===== src/rtl/fpk_pkg.sv =====
package fpk_pkg;

  typedef enum logic [2:0] {
    CLS_ZERO = 3'd0,
    CLS_NUM  = 3'd1,
    CLS_INF  = 3'd2,
    CLS_QNAN = 3'd3,
    CLS_SNAN = 3'd4
  } fpk_class_e;

  typedef enum logic [1:0] {
    RM_NEAR = 2'd0,
    RM_ZERO = 2'd1,
    RM_UP   = 2'd2,
    RM_DOWN = 2'd3
  } fpk_rmode_e;

  // Directed mode that moves the magnitude away from zero for this sign
  function automatic logic grows_mag(input fpk_rmode_e m, input logic s);
    return ((m == RM_UP) && !s) || ((m == RM_DOWN) && s);
  endfunction

endpackage


===== src/rtl/fpk_round.sv =====
module fpk_round
  import fpk_pkg::*;
#(
  parameter int MAN_BITS = 23,
  parameter int EXP_BITS = 8,
  parameter int DROP     = 37
) (
  input  logic [MAN_BITS:0]   mant_i,
  input  logic [DROP-1:0]     drop_i,
  input  logic                sign_i,
  input  fpk_rmode_e          mode_i,
  input  logic [EXP_BITS-1:0] exp_i,
  output logic [EXP_BITS-1:0] exp_o,
  output logic [MAN_BITS-1:0] man_o,
  output logic                inexact_o,
  output logic                carry_ovf_o
);
  localparam logic [DROP-1:0]   HALF    = DROP'(1) << (DROP - 1);
  localparam logic [EXP_BITS:0] EXP_TOP = {1'b0, {EXP_BITS{1'b1}}};

  logic                lost, tie, above, inc, carry;
  logic [MAN_BITS+1:0] sum;
  logic [EXP_BITS:0]   exp_up;

  always_comb begin
    lost  = |drop_i;
    tie   = (drop_i == HALF);
    above = (drop_i > HALF);
    case (mode_i)
      RM_NEAR: inc = above | (tie & mant_i[0]);
      RM_ZERO: inc = 1'b0;
      default: inc = lost & grows_mag(mode_i, sign_i);
    endcase
    sum    = {1'b0, mant_i} + (MAN_BITS + 2)'(inc);
    carry  = sum[MAN_BITS+1];
    exp_up = {1'b0, exp_i} + (EXP_BITS + 1)'(carry);
    exp_o  = exp_up[EXP_BITS-1:0];
    // after a carry the sum is a single one above a zero field
    man_o  = carry ? sum[MAN_BITS:1] : sum[MAN_BITS-1:0];
    inexact_o   = lost;
    carry_ovf_o = (exp_up == EXP_TOP);
  end

endmodule


===== src/rtl/fpk_denorm.sv =====
module fpk_denorm #(
  parameter int MAN_BITS = 23,
  parameter int DROP     = 37,
  parameter int SH_W     = 6
) (
  input  logic [MAN_BITS:0]   mant_i,
  input  logic [DROP-1:0]     drop_i,
  input  logic [SH_W-1:0]     shift_i,
  output logic [MAN_BITS-1:0] man_o,
  output logic                inexact_o
);
  logic [MAN_BITS:0] lo_mask;

  always_comb begin
    lo_mask   = ~({(MAN_BITS + 1){1'b1}} << shift_i);
    man_o     = MAN_BITS'(mant_i >> shift_i);
    inexact_o = (|drop_i) | (|(mant_i & lo_mask));
  end

endmodule


===== src/rtl/fpk_ovf_sel.sv =====
module fpk_ovf_sel
  import fpk_pkg::*;
#(
  parameter int MAN_BITS = 23,
  parameter int EXP_BITS = 8
) (
  input  logic                sign_i,
  input  fpk_rmode_e          mode_i,
  output logic [EXP_BITS-1:0] exp_o,
  output logic [MAN_BITS-1:0] man_o
);
  logic to_inf;

  always_comb begin
    to_inf = (mode_i == RM_NEAR) | grows_mag(mode_i, sign_i);
    exp_o  = to_inf ? {EXP_BITS{1'b1}} : {{(EXP_BITS - 1){1'b1}}, 1'b0};
    man_o  = to_inf ? '0 : '1;
  end

endmodule


===== src/rtl/fpk_pack_unit.sv =====
module fpk_pack_unit
  import fpk_pkg::*;
#(
  parameter int EXP_BITS = 8,
  parameter int MAN_BITS = 23,
  parameter int FRAC_W   = 64,
  parameter int IMPL_POS = 60,
  parameter int EIN_W    = 12
) (
  input  logic                          clk,
  input  logic                          rst,
  input  logic                          in_valid,
  input  logic [2:0]                    in_class,
  input  logic                          in_sign,
  input  logic signed [EIN_W-1:0]       in_exp,
  input  logic [FRAC_W-1:0]             in_frac,
  input  logic [1:0]                    in_rmode,
  output logic                          out_valid,
  output logic [EXP_BITS+MAN_BITS:0]    out_word,
  output logic                          out_inexact,
  output logic                          out_overflow
);
  localparam int WORD_W = 1 + EXP_BITS + MAN_BITS;
  localparam int DROP   = IMPL_POS - MAN_BITS;
  localparam int BIAS   = (1 << (EXP_BITS - 1)) - 1;
  localparam int EMIN   = 1 - BIAS;
  localparam int SH_W   = $clog2(MAN_BITS + 1) + 1;
  localparam logic [EXP_BITS-1:0] EXP_ONES = {EXP_BITS{1'b1}};

  fpk_class_e cls;
  fpk_rmode_e mode;
  assign cls  = fpk_class_e'(in_class);
  assign mode = fpk_rmode_e'(in_rmode);

  logic [MAN_BITS:0]   mant;
  logic [DROP-1:0]     drop;
  logic [MAN_BITS-2:0] payload;
  assign mant    = in_frac[IMPL_POS:DROP];
  assign drop    = in_frac[DROP-1:0];
  assign payload = in_frac[IMPL_POS-2:DROP];

  int                  e_i;
  logic                dn_need, dn_flush;
  logic [SH_W-1:0]     dn_shift;
  logic [EXP_BITS-1:0] rn_exp_in;

  always_comb begin
    e_i       = int'(in_exp);
    dn_need   = (e_i < EMIN);
    dn_flush  = ((EMIN - e_i) > MAN_BITS);
    dn_shift  = (dn_need && !dn_flush) ? SH_W'(EMIN - e_i) : '0;
    rn_exp_in = EXP_BITS'(e_i + BIAS);
  end

  logic [EXP_BITS-1:0] rn_exp, ov_exp;
  logic [MAN_BITS-1:0] rn_man, dn_man, ov_man;
  logic                rn_ix, rn_ov, dn_ix;

  fpk_round #(.MAN_BITS(MAN_BITS), .EXP_BITS(EXP_BITS), .DROP(DROP)) round_i (
    .mant_i(mant), .drop_i(drop), .sign_i(in_sign), .mode_i(mode),
    .exp_i(rn_exp_in), .exp_o(rn_exp), .man_o(rn_man),
    .inexact_o(rn_ix), .carry_ovf_o(rn_ov)
  );

  fpk_denorm #(.MAN_BITS(MAN_BITS), .DROP(DROP), .SH_W(SH_W)) denorm_i (
    .mant_i(mant), .drop_i(drop), .shift_i(dn_shift),
    .man_o(dn_man), .inexact_o(dn_ix)
  );

  fpk_ovf_sel #(.MAN_BITS(MAN_BITS), .EXP_BITS(EXP_BITS)) ovf_i (
    .sign_i(in_sign), .mode_i(mode), .exp_o(ov_exp), .man_o(ov_man)
  );

  logic [WORD_W-1:0] nxt_word;
  logic              nxt_ix, nxt_ov;

  always_comb begin
    nxt_word = {in_sign, {(WORD_W - 1){1'b0}}};
    nxt_ix   = 1'b0;
    nxt_ov   = 1'b0;
    case (cls)
      CLS_INF:  nxt_word = {in_sign, EXP_ONES, {MAN_BITS{1'b0}}};
      CLS_QNAN: nxt_word = {in_sign, EXP_ONES, 1'b1, payload};
      CLS_SNAN: nxt_word = {in_sign, EXP_ONES, 1'b0, payload};
      CLS_NUM: begin
        if (e_i > BIAS) begin
          nxt_word = {in_sign, ov_exp, ov_man};
          nxt_ix   = 1'b1;
          nxt_ov   = 1'b1;
        end else if (dn_need) begin
          if (dn_flush) begin
            nxt_ix = 1'b1;
          end else begin
            nxt_word = {in_sign, {EXP_BITS{1'b0}}, dn_man};
            nxt_ix   = dn_ix;
          end
        end else begin
          nxt_word = {in_sign, rn_exp, rn_man};
          nxt_ix   = rn_ix;
          nxt_ov   = rn_ov;
        end
      end
      default: ;
    endcase
  end

  always_ff @(posedge clk) begin
    if (rst) begin
      out_valid    <= 1'b0;
      out_word     <= '0;
      out_inexact  <= 1'b0;
      out_overflow <= 1'b0;
    end else begin
      out_valid <= in_valid;
      if (in_valid) begin
        out_word     <= nxt_word;
        out_inexact  <= nxt_ix;
        out_overflow <= nxt_ov;
      end
    end
  end


  strobe_follow_chk: assert property (@(posedge clk) disable iff (rst)
    in_valid |=> out_valid);

  idle_hold_chk: assert property (@(posedge clk) disable iff (rst)
    !in_valid |=> (!out_valid && $stable(out_word) && $stable(out_inexact)));

  zero_class_chk: assert property (@(posedge clk) disable iff (rst)
    (in_valid && cls == CLS_ZERO) |=> (out_word[WORD_W-2:0] == '0 && !out_inexact && !out_overflow));

  qnan_bit_chk: assert property (@(posedge clk) disable iff (rst)
    (in_valid && cls == CLS_QNAN) |=> (out_word[WORD_W-2:MAN_BITS] == EXP_ONES && out_word[MAN_BITS-1]));

  num_form_chk: assert property (@(posedge clk) disable iff (rst)
    (in_valid && cls == CLS_NUM) |-> (in_frac[FRAC_W-1:IMPL_POS] == 1));

  ovf_inexact_chk: assert property (@(posedge clk) disable iff (rst)
    (out_valid && out_overflow) |-> out_inexact);

  ovf_shape_chk: assert property (@(posedge clk) disable iff (rst)
    (out_valid && out_overflow) |->
      ((out_word[WORD_W-2:MAN_BITS] == EXP_ONES && out_word[MAN_BITS-1:0] == '0) ||
       (out_word[WORD_W-2:MAN_BITS] == {EXP_ONES[EXP_BITS-1:1], 1'b0} && &out_word[MAN_BITS-1:0])));

endmodule


===== config.mk =====
export PLATFORM = sky130hd
export DESIGN_NAME = fpk_pack_unit
export DESIGN_NICKNAME = d
export VERILOG_FILES = /design/src/rtl/fpk_pkg.sv /design/src/rtl/fpk_round.sv /design/src/rtl/fpk_denorm.sv /design/src/rtl/fpk_ovf_sel.sv /design/src/rtl/fpk_pack_unit.sv
export SDC_FILE = /design/constraint.sdc
export NUM_CORES = 1
export LEC_CHECK = 0
export BUFFER_PORTS_ARGS = -buffer_cell sky130_fd_sc_hd__buf_2
export CORE_UTILIZATION = 56
export CTS_BUF_LIST = sky130_fd_sc_hd__clkbuf_16
export CTS_CLUSTER_DIAMETER = 200
export DETAILED_ROUTE_END_ITERATION = 16
export HOLD_SLACK_MARGIN = 0.03
export PLACE_DENSITY = 0.83
export SYNTH_ARGS = -nofsm -noshare
export SYNTH_HDL_FRONTEND = slang
export SYNTH_SLANG_ARGS = --single-unit

===== constraint.sdc =====
create_clock -name clk -period 5.92 [get_ports clk]
set_input_delay 1.184 -clock clk [delete_from_list [all_inputs] [get_ports clk]]
set_output_delay 1.184 -clock clk [all_outputs]
set_load 0.05 [all_outputs]

## Yosys cells after proc, flatten, opt, wreduce, memory -nomap -nowiden

Cells that the tools add are included.

- Register bits: 35

- Shift-type cells: 2
- Equality and inequality tests: 9
- Multiplexer cells: 16
- Magnitude comparators: 4
- $add $sub $neg: 4
- Bitwise logic cells: 7
- Reduce and logical (&&, ||, !) cells: 9

Operators with widths:

| operator | number |
|---|---|
| $pmux 31 s4 | 1 |
| $mux 23 | 3 |
| $mux 31 | 2 |
| $eq 37x37->1 const B | 1 |
| $gt 37x37->1 const B | 1 |
| $reduce_or 37->1 | 1 |
| $gt 32x6->1 const B | 1 |
| $add 24x1->25 | 1 |
| $and 24x24->24 | 1 |
| $not 24->24 | 1 |
| $reduce_or 24->1 | 1 |
| $shl 24x6->24 const A | 1 |
| $shr 24x6->23 | 1 |
| $sub 8x12->13 const A | 1 |
| $gt 12x8->1 const B | 1 |
| $lt 12x8->1 const B | 1 |
| $add 8x1->9 | 1 |
| $eq 9x8->1 const B | 1 |
| $add 8x8->8 const B | 1 |
| $mux 1 | 8 |
| $eq 3x2->1 const B | 2 |
| $mux 6 | 1 |
| $eq 2x2->1 const B | 2 |
| $eq 3x1->1 const B | 1 |
| other kinds (9) | 15 |

## Depth between registers and ports, before layout

Gate-level depths: netlist of run 1.

- Depth after elaboration: 14
- Mapped depth: 20

## Cells and area by module

Synthesis of run 1 repeated with hierarchy kept, for this count alone.

- Cells, all modules: 731
- Area total of the unflattened synthesis: 5,584.1 um2

By module, submodules not included:

| module | sequential area each (um2) | cells an instance | times used | area an instance (um2) |
|---|---|---|---|---|
| fpk_pack_unit | 700.7 | 350 | 1 | 2,892.8 |
| fpk_denorm | 0.0 | 200 | 1 | 1,529.0 |
| fpk_round | 0.0 | 147 | 1 | 909.6 |
| fpk_ovf_sel | 0.0 | 34 | 1 | 252.7 |

## Worst setup path before layout of run 1

Ideal clock, no wire load.

- Kind: input port to flip-flop
- From: input in_frac[3]
- To: register out_overflow
- Stages on the path: 18
- Required time: 5.788 ns
- Data arrival time: 4.740 ns
- Setup time: 0.132 ns
- Path slack: 1.048 ns
- Cells stage by stage: nor4_1 > nand4_1 > or4_1 > a21oi_1 > nor3_1 > ha_1 > ha_1 > and2_1 > nand4_1 > or3_1 > inv_1 > ha_1 > nor2b_1 > a2111o_1 > and3_1 > o311ai_0 > o21bai_1 > a21oi_1

- Cells in the longest elaborated chain, start to end: 10
- Elaborated cells on any way between the ends: 13
- Those cells by class: add/sub (2); order compare (1); eq/ne (2); mux (4); bitwise (3); reduce/logical (1)

Ends and longest elaborated chain:

| element | line | source |
|---|---|---|
| start: declaration | fpk_pack_unit.sv:16 | `input logic [FRAC_W-1:0] in_frac,` |
| parallel branches: the longest is 3 deep, another holds $gt 37x37->1 | - |  |
| $pmux 1 s2 * | fpk_round.sv:29 | `case (mode_i)` |
| $add 24x1->25 * | fpk_round.sv:34 | `sum = {1'b0, mant_i} + (MAN_BITS + 2)'(inc);` |
| $add 8x1->9 * | fpk_round.sv:36 | `exp_up = {1'b0, exp_i} + (EXP_BITS + 1)'(carry);` |
| $eq 9x8->1 * | fpk_round.sv:41 | `carry_ovf_o = (exp_up == EXP_TOP);` |
| $mux 1 * | fpk_pack_unit.sv:90 | `end else if (dn_need) begin` |
| $mux 1 * | fpk_pack_unit.sv:86 | `if (e_i > BIAS) begin` |
| $mux 1 * | fpk_pack_unit.sv:81 | `case (cls)` |
| end signal: assignment | fpk_pack_unit.sv:118 | `out_overflow <= nxt_ov;` |
| end: declaration | fpk_pack_unit.sv:21 | `output logic out_overflow` |

Mark *: on every way between the ends.
A chain may end at the register's enable or synchronous reset.

## Final worst setup path of run 1

Same ends and word-level chain as after synthesis.

==> flow_metrics.env, run 1 <==
export IMPL_status="complete, no violations"
export IMPL_reg2reg_from="out_word[5]$_SDFFE_PP0P_"
export IMPL_clock_sinks=35
export IMPL_switchingPower_uw=389
export IMPL_n_fill_cell=785
export IMPL_pwr_share_comb_pct=40.9
export IMPL_worst_slack_ns=0.819
export IMPL_yosys_warnings=0
export IMPL_synth_edf_count=0
export IMPL_place_gp_congestion=1.05
export IMPL_rows=33
export IMPL_cp_arrival_ns=5.24
export IMPL_fp_dieArea_sq_mm=0.00917
export IMPL_num_vias=6588
export IMPL_die_h_microns=95.8
export IMPL_max_freq_mhz=196
export IMPL_register_area_sq_um=701
export IMPL_antenna_found_initial=1
export IMPL_ff2ff_setup_slack_ns=4.55
export IMPL_synth_top_family_by_area="compound AO/OA/AOI/OAI gates"
export IMPL_placed_cells=888
export IMPL_pre_cts_ws_ns=0.656
export IMPL_drt_iter0_drc=873
export IMPL_synth_top_cell_by_area="dfxtp_1"
export IMPL_grt_pass1_wl_microns=30900
export IMPL_numCtsBuffers=5
export IMPL_cp_end_kind="flop"
export IMPL_cts_tree="yes"
export IMPL_fin_cells=897
export IMPL_remaining_drc_errors=0
export IMPL_synth_seq_cells=35
export IMPL_skew_ns=0
export IMPL_critical_path_startpoint="in_frac[3]"
export IMPL_power_leakage_nw=2.13
export IMPL_synth_compound_area_share_pct=36.2
export IMPL_drive_gt1_share_pct=21.0
export IMPL_synth_mux_area_fraction_pct=6.35
export IMPL_synth_simple_area_share_pct=28.9
export IMPL_synth_common_cells="nand2_1 (71), nor2_1 (71), o21ai_0 (58)"
export IMPL_die_w_microns=95.8
export IMPL_ys_seq_area_share_pct=14.2
export IMPL_clk_pin_slew_worst_paths_ns=0.06
export IMPL_syn_area_sq_mm=0.00492
export IMPL_r2r_cells=4
export IMPL_drt_vias_per_instance=7.34
export IMPL_finalHoldViolCount=0
export IMPL_overflow=0
export IMPL_final_area_sq_mm=0.00563
export IMPL_synth_distinct_cells=81
export IMPL_ioPinCount=120
export IMPL_fin_total_pwr_uw=954
export IMPL_cp_start_kind="primary input"
export IMPL_cts_setup_buffers=0
export IMPL_grt_max_degree=50
export IMPL_synthTopCellsByArea="dfxtp_1 (14%), o21ai_0 (5.9%), nand2_1 (5.4%), nor2_1 (5.4%), a21oi_1 (4.7%)"
export IMPL_synthXorXnorAreaFrac_pct=5.69
export IMPL_cap_violations=0
export IMPL_tns_ns=0
export IMPL_r2r_end="out_word[5]$_SDFFE_PP0P_"
export IMPL_ctsResizeCount=0
export IMPL_first_pass_iters=7
export IMPL_worst_pin_slew_ns=0.895
export IMPL_grt_usage_pct=43.8
export IMPL_multi_input_area_sq_mm=0.00390
export IMPL_post_route_period_util_pct=86.2
export IMPL_rsz0062_at_grt="false"
export IMPL_synthAdderAreaFrac_pct=1.78
export IMPL_insertion_delay_ns=0.28
export IMPL_hold_buffers=0
export IMPL_placed_area_sq_mm=0.00546
export IMPL_grt_pass1_vias=5782
export IMPL_hold_path_class="flop to flop"
export IMPL_start_util_pct=58.8
export IMPL_clkPwrFrac_pct=33.0
export IMPL_cts_max_path_buffers=2
export IMPL_ys_flop_type="dfxtp_1"
export IMPL_path_class="primary input to flop"
export IMPL_ant_nets=0
export IMPL_required_ns=6.06
export IMPL_fin_nets=882
export IMPL_async_flop_share_pct=0
export IMPL_power_frac_seq_pct=26.1
export IMPL_setup_violations=0
export IMPL_io_buffers=116
export IMPL_vdd_drop_max_mv=0.110
export IMPL_cts_root_buf="clkbuf_16"
export IMPL_crit_end="out_overflow$_SDFFE_PP0P_"
export IMPL_p_int_uw=565
export IMPL_routedWlPerCell_microns=22.8
export IMPL_htreeDepth=2
export IMPL_hpwl_microns=14900
export IMPL_syn_nets=814
export IMPL_syn_inst=722
export IMPL_synthToLayoutAreaGrowth_pct=14.3
export IMPL_core_area_sq_mm=0.00838
export IMPL_wl_microns=20400
export IMPL_powerDensity_mw_per_mm2=170
export IMPL_period_minus_slack_ns=5.10
export IMPL_slew_viol_final=0
export IMPL_max_slew_margin_rel_pct=39.9
export IMPL_p_sw_share_pct=40.8
export IMPL_yosys_area_top_type_share_pct=14.2
export IMPL_critPathMaxFanout=5
export IMPL_avgSynthCellArea_sq_um=6.82
-- cells by family (layout without fill, tap and decap cells) --
| logic type | count (synthesis) | after routing |
|---|---|---|
| simple gates | 286 | 286 |
| compound gates | 257 | 257 |
| buf+inv | 78 | 147 |
| flops | 35 | 35 |
| xor+xnor | 32 | 32 |
| mux | 27 | 27 |
| fa+ha+maj | 7 | 7 |
| other cells | 0 | 1 |
-- cells in the final DEF (no fill, tap or decap), types with 4 or more instances in the layout --
master | netlist | final
a211oi_1 | 15 | 15
nor2b_1 | 7 | 7
o21ai_1 | 17 | 17
a31oi_1 | 7 | 7
nand2_1 | 71 | 71
nor4_1 | 15 | 15
or3_1 | 5 | 5
and3_1 | 7 | 7
o2111ai_1 | 4 | 4
and2_1 | 6 | 6
mux2i_1 | 20 | 20
nor2_1 | 71 | 71
xnor2_1 | 19 | 18
dfxtp_1 | 35 | 35
buf_2 | 6 | 116
a222oi_1 | 5 | 5
nand2b_1 | 8 | 8
ha_1 | 7 | 7
o21bai_1 | 5 | 5
a22oi_1 | 12 | 12
buf_4 | 1 | 15
a221o_1 | 5 | 5
clkbuf_16 | 0 | 5
inv_1 | 7 | 7
nor3_1 | 34 | 34
a311oi_1 | 4 | 4
a21o_1 | 6 | 6
nand4_1 | 14 | 14
mux2_2 | 4 | 4
o22ai_1 | 11 | 11
nand3_1 | 26 | 26
o211ai_1 | 8 | 8
o21ai_0 | 58 | 58
a21oi_1 | 46 | 46
xor2_1 | 13 | 12
a221oi_1 | 9 | 9
-- flip-flops by register name (all words and copies together) (netlist names) --
name,flops
out_inexact,1
out_overflow,1
out_valid,1
out_word,32
-- worst max-delay path: stages --
cell and delay (ns):
buf_2 0.10, nor4_1 0.28, nand4_1 0.16, or4_1 0.52
a21oi_1 0.15, nor3_1 0.07, ha_1 0.26, ha_1 0.25
and2_1 0.19, nand4_1 0.18, or3_1 0.18, inv_1 0.06
ha_1 0.23, nor2b_1 0.18, a2111o_1 0.45, and3_1 0.17
o311ai_0 0.37, o21bai_1 0.18, a21oi_1 0.08
-- cell type report --
class / count / area share (%)
antenna: 1 / 0.0445
sequential: 35 / 12.4
inverter: 8 / 0.534
tap: 105 / 2.33
multi-input combinational: 609 / 69.3
timing repair buffer: 131 / 12.3
clock inverter: 3 / 0.778
clock buffer: 5 / 2.22
-- per-layer routing --
layer	up-vias	track usage (%)	wire, microns
met5	-	0	0
met4	0	19.4	1170
met3	124	10.7	2850
met2	545	68.0	8860
met1	3021	57.2	7530
li1	2898	-	-
-- power by group through the flow --
| stage | clock network [mW] | logic [mW] | registers, mW |
|---|---|---|---|
| after floorplan | 0 | 0.222 | 0.285 |
| after global placement | 0 | 0.363 | 0.254 |
| after detailed placement | 0 | 0.372 | 0.254 |
| after CTS | 0.308 | 0.374 | 0.249 |
| after global routing | 0.321 | 0.411 | 0.250 |
| final | 0.315 | 0.390 | 0.249 |
-- worst min path at each step --
stage | startpoint | endpoint | slack [ns] | cells past startpoint
4_1_cts | out_word[29]$_SDFFE_PP0P_ | out_word[29]$_SDFFE_PP0P_ | 0.47 | 2
6_report | out_word[29]$_SDFFE_PP0P_ | out_word[29]$_SDFFE_PP0P_ | 0.48 | 2
2_1_floorplan | out_word[18]$_SDFFE_PP0P_ | out_word[18]$_SDFFE_PP0P_ | 0.69 | 2
3_5_place_dp | out_word[29]$_SDFFE_PP0P_ | out_word[29]$_SDFFE_PP0P_ | 0.46 | 2
3_3_place_gp | out_overflow$_SDFFE_PP0P_ | out_overflow$_SDFFE_PP0P_ | 0.46 | 2
5_1_grt | out_word[26]$_SDFFE_PP0P_ | out_word[26]$_SDFFE_PP0P_ | 0.50 | 2
-- stage by stage --
stage                     utilization (%)  hold WS [ns]
final                                67.1         0.477
after global routing                 67.1         0.505
after CTS                            67.1         0.475
after detailed placement             65.1         0.463
after global placement               65.1         0.460
after floorplan                         -         0.685
Power figures use the tool's default switching activity.
==> inputs of run 2 (changes only) <==
==> constraint.sdc (replaced) <==
create_clock -name clk -period 4.96 [get_ports clk]
set_input_delay 0.992 -clock clk [delete_from_list [all_inputs] [get_ports clk]]
set_output_delay 0.992 -clock clk [all_outputs]
set_load 0.05 [all_outputs]
==> run 2 against run 1 <==
Net effect: routed wire length is 3.2% higher; combinational power rose by 23%; critical path depth up 2; clock skew unchanged; final cell count up 1.3%; cell area up 2.3%; worst setup slack got worse by 0.58 ns; clock power up 20%; largest power group unchanged; first-iteration DRC count is 3.4% higher; sequential power is 20% higher; non-clock buffer count is 13 higher.
==> flow_metrics.env, run 2 (synthesis results as in run 1) <==
export IMPL_skew_ns=0
export IMPL_fin_cells=909
export IMPL_powerDensity_mw_per_mm2=201
export IMPL_numCtsBuffers=5
export IMPL_cts_root_buf="clkbuf_16"
export IMPL_fin_nets=895
export IMPL_hpwl_microns=15500
export IMPL_tns_ns=0
export IMPL_grt_max_degree=50
export IMPL_overflow=0
export IMPL_n_antenna_cell=0
export IMPL_worst_pin_slew_ns=0.895
export IMPL_final_cell_mix="buf_2 (116), nand2_1 (71), nor2_1 (71), o21ai_0 (57), a21oi_1 (46)"
export IMPL_cp_arrival_ns=4.93
export IMPL_max_slew_margin_rel_pct=39.9
export IMPL_grt_pass1_vias=5860
export IMPL_grt_usage_pct=44.9
export IMPL_place_gp_congestion=1.03
export IMPL_cts_tree="yes"
export IMPL_slew_viol_final=0
export IMPL_fin_util_pct=68.7
export IMPL_vdd_drop_max_mv=0.155
export IMPL_top_register="out_word"
export IMPL_wl_microns=21100
export IMPL_htreeDepth=2
export IMPL_cp_end_kind="flop"
export IMPL_ioPinCount=120
export IMPL_die_w_microns=95.8
export IMPL_required_ns=5.18
export IMPL_drt_vias_per_instance=7.32
export IMPL_routedWlPerCell_microns=23.2
export IMPL_start_util_pct=58.8
export IMPL_max_freq_mhz=212
export IMPL_placed_cells=901
export IMPL_final_common_cell="buf_2"
export IMPL_first_pass_iters=7
export IMPL_drive_gt1_share_pct=22.9
export IMPL_drt_iter0_drc=903
export IMPL_rows=33
export IMPL_io_buffers=116
export IMPL_post_route_period_util_pct=95.1
export IMPL_core_area_sq_mm=0.00838
export IMPL_cap_violations=0
export IMPL_finalHoldViolCount=0
export IMPL_critPathMaxFanout=4
export IMPL_ant_nets=0
export IMPL_clk_pin_slew_worst_paths_ns=0.07
export IMPL_hold_path_class="flop to flop"
export IMPL_largest_reg_flops=32
export IMPL_power_leakage_nw=2.20
export IMPL_cts_max_path_buffers=2
export IMPL_whs_ns=0.480
export IMPL_period_minus_slack_ns=4.72
export IMPL_insertion_delay_ns=0.28
export IMPL_cp_start_kind="primary input"
export IMPL_setup_violations=0
export IMPL_num_vias=6656
export IMPL_die_h_microns=95.8
export IMPL_clock_sinks=35
export IMPL_grt_pass1_wl_microns=31400
export IMPL_fp_dieArea_sq_mm=0.00917
export IMPL_remaining_drc_errors=0
export IMPL_cts_setup_buffers=0
export IMPL_status="complete, no violations"
export IMPL_synthToLayoutAreaGrowth_pct=16.9
export IMPL_antenna_found_initial=1
export IMPL_path_class="primary input to flop"
run 2: per-layer routing:
layer | track usage [%] | vias to the layer above | routed length [microns]
met5 | 0 | - | 9
met4 | 20.4 | 2 | 1150
met3 | 11.7 | 120 | 2830
met2 | 69.6 | 569 | 9210
met1 | 58.3 | 3049 | 7850
li1 | - | 2916 | -
run 2: final cells by class:
cell class / count / area (sq um)
clock buffer: 5 / 125
sequential: 35 / 701
timing repair buffer: 144 / 791
fill: 745 / 2630
tap: 105 / 131
clock inverter: 3 / 47.5
multi-input combinational: 609 / 3930
inverter: 8 / 30.0
run 2: final timing paths:
check                             from                        end  slack [ns]  depth (start not counted)
max                         in_frac[7]  out_overflow$_SDFFE_PP0P_        0.24                         21
min          out_word[28]$_SDFFE_PP0P_  out_word[28]$_SDFFE_PP0P_        0.48                          2
max reg2reg   out_word[5]$_SDFFE_PP0P_   out_word[5]$_SDFFE_PP0P_        3.56                          4
min reg2reg  out_word[28]$_SDFFE_PP0P_  out_word[28]$_SDFFE_PP0P_        0.48                          2
run 2: where the power goes:
group / internal (mW) / switching [mW]
logic: 0.152 / 0.326
clock network: 0.240 / 0.139
registers: 0.292 / 0.00585
run 2: worst max-delay path, stage by stage:
cell      delay, ns
buf_2          0.10
nor4_1         0.29
nand4_1        0.16
or4_1          0.53
a21oi_1        0.16
nor3_1         0.08
ha_1           0.21
ha_1           0.19
and2_1         0.17
nand4_1        0.17
or3_4          0.18
inv_1          0.04
ha_1           0.19
buf_4          0.15
ha_1           0.24
mux2_2         0.30
o22ai_2        0.17
xnor2_1        0.13
nor4_1         0.20
o21bai_1       0.09
a21oi_1        0.17
run 2: timing repair:
action	in CTS	in global routing
gates resized for setup	0	7
hold buffers	0	0
setup endpoints to repair	0	3
run 2: through the flow:
stage / area, sq um / setup slack (ns) / power (mW)
6_report: 5760 / 0.242 / 1.15
5_1_grt: 5760 / -0.00935 / 1.19
4_1_cts: 5730 / 0.146 / 1.13
3_5_place_dp: 5550 / -0.0951 / 0.758
3_3_place_gp: 5550 / 0.0610 / 0.747
2_1_floorplan: 4920 / 0.280 / 0.605
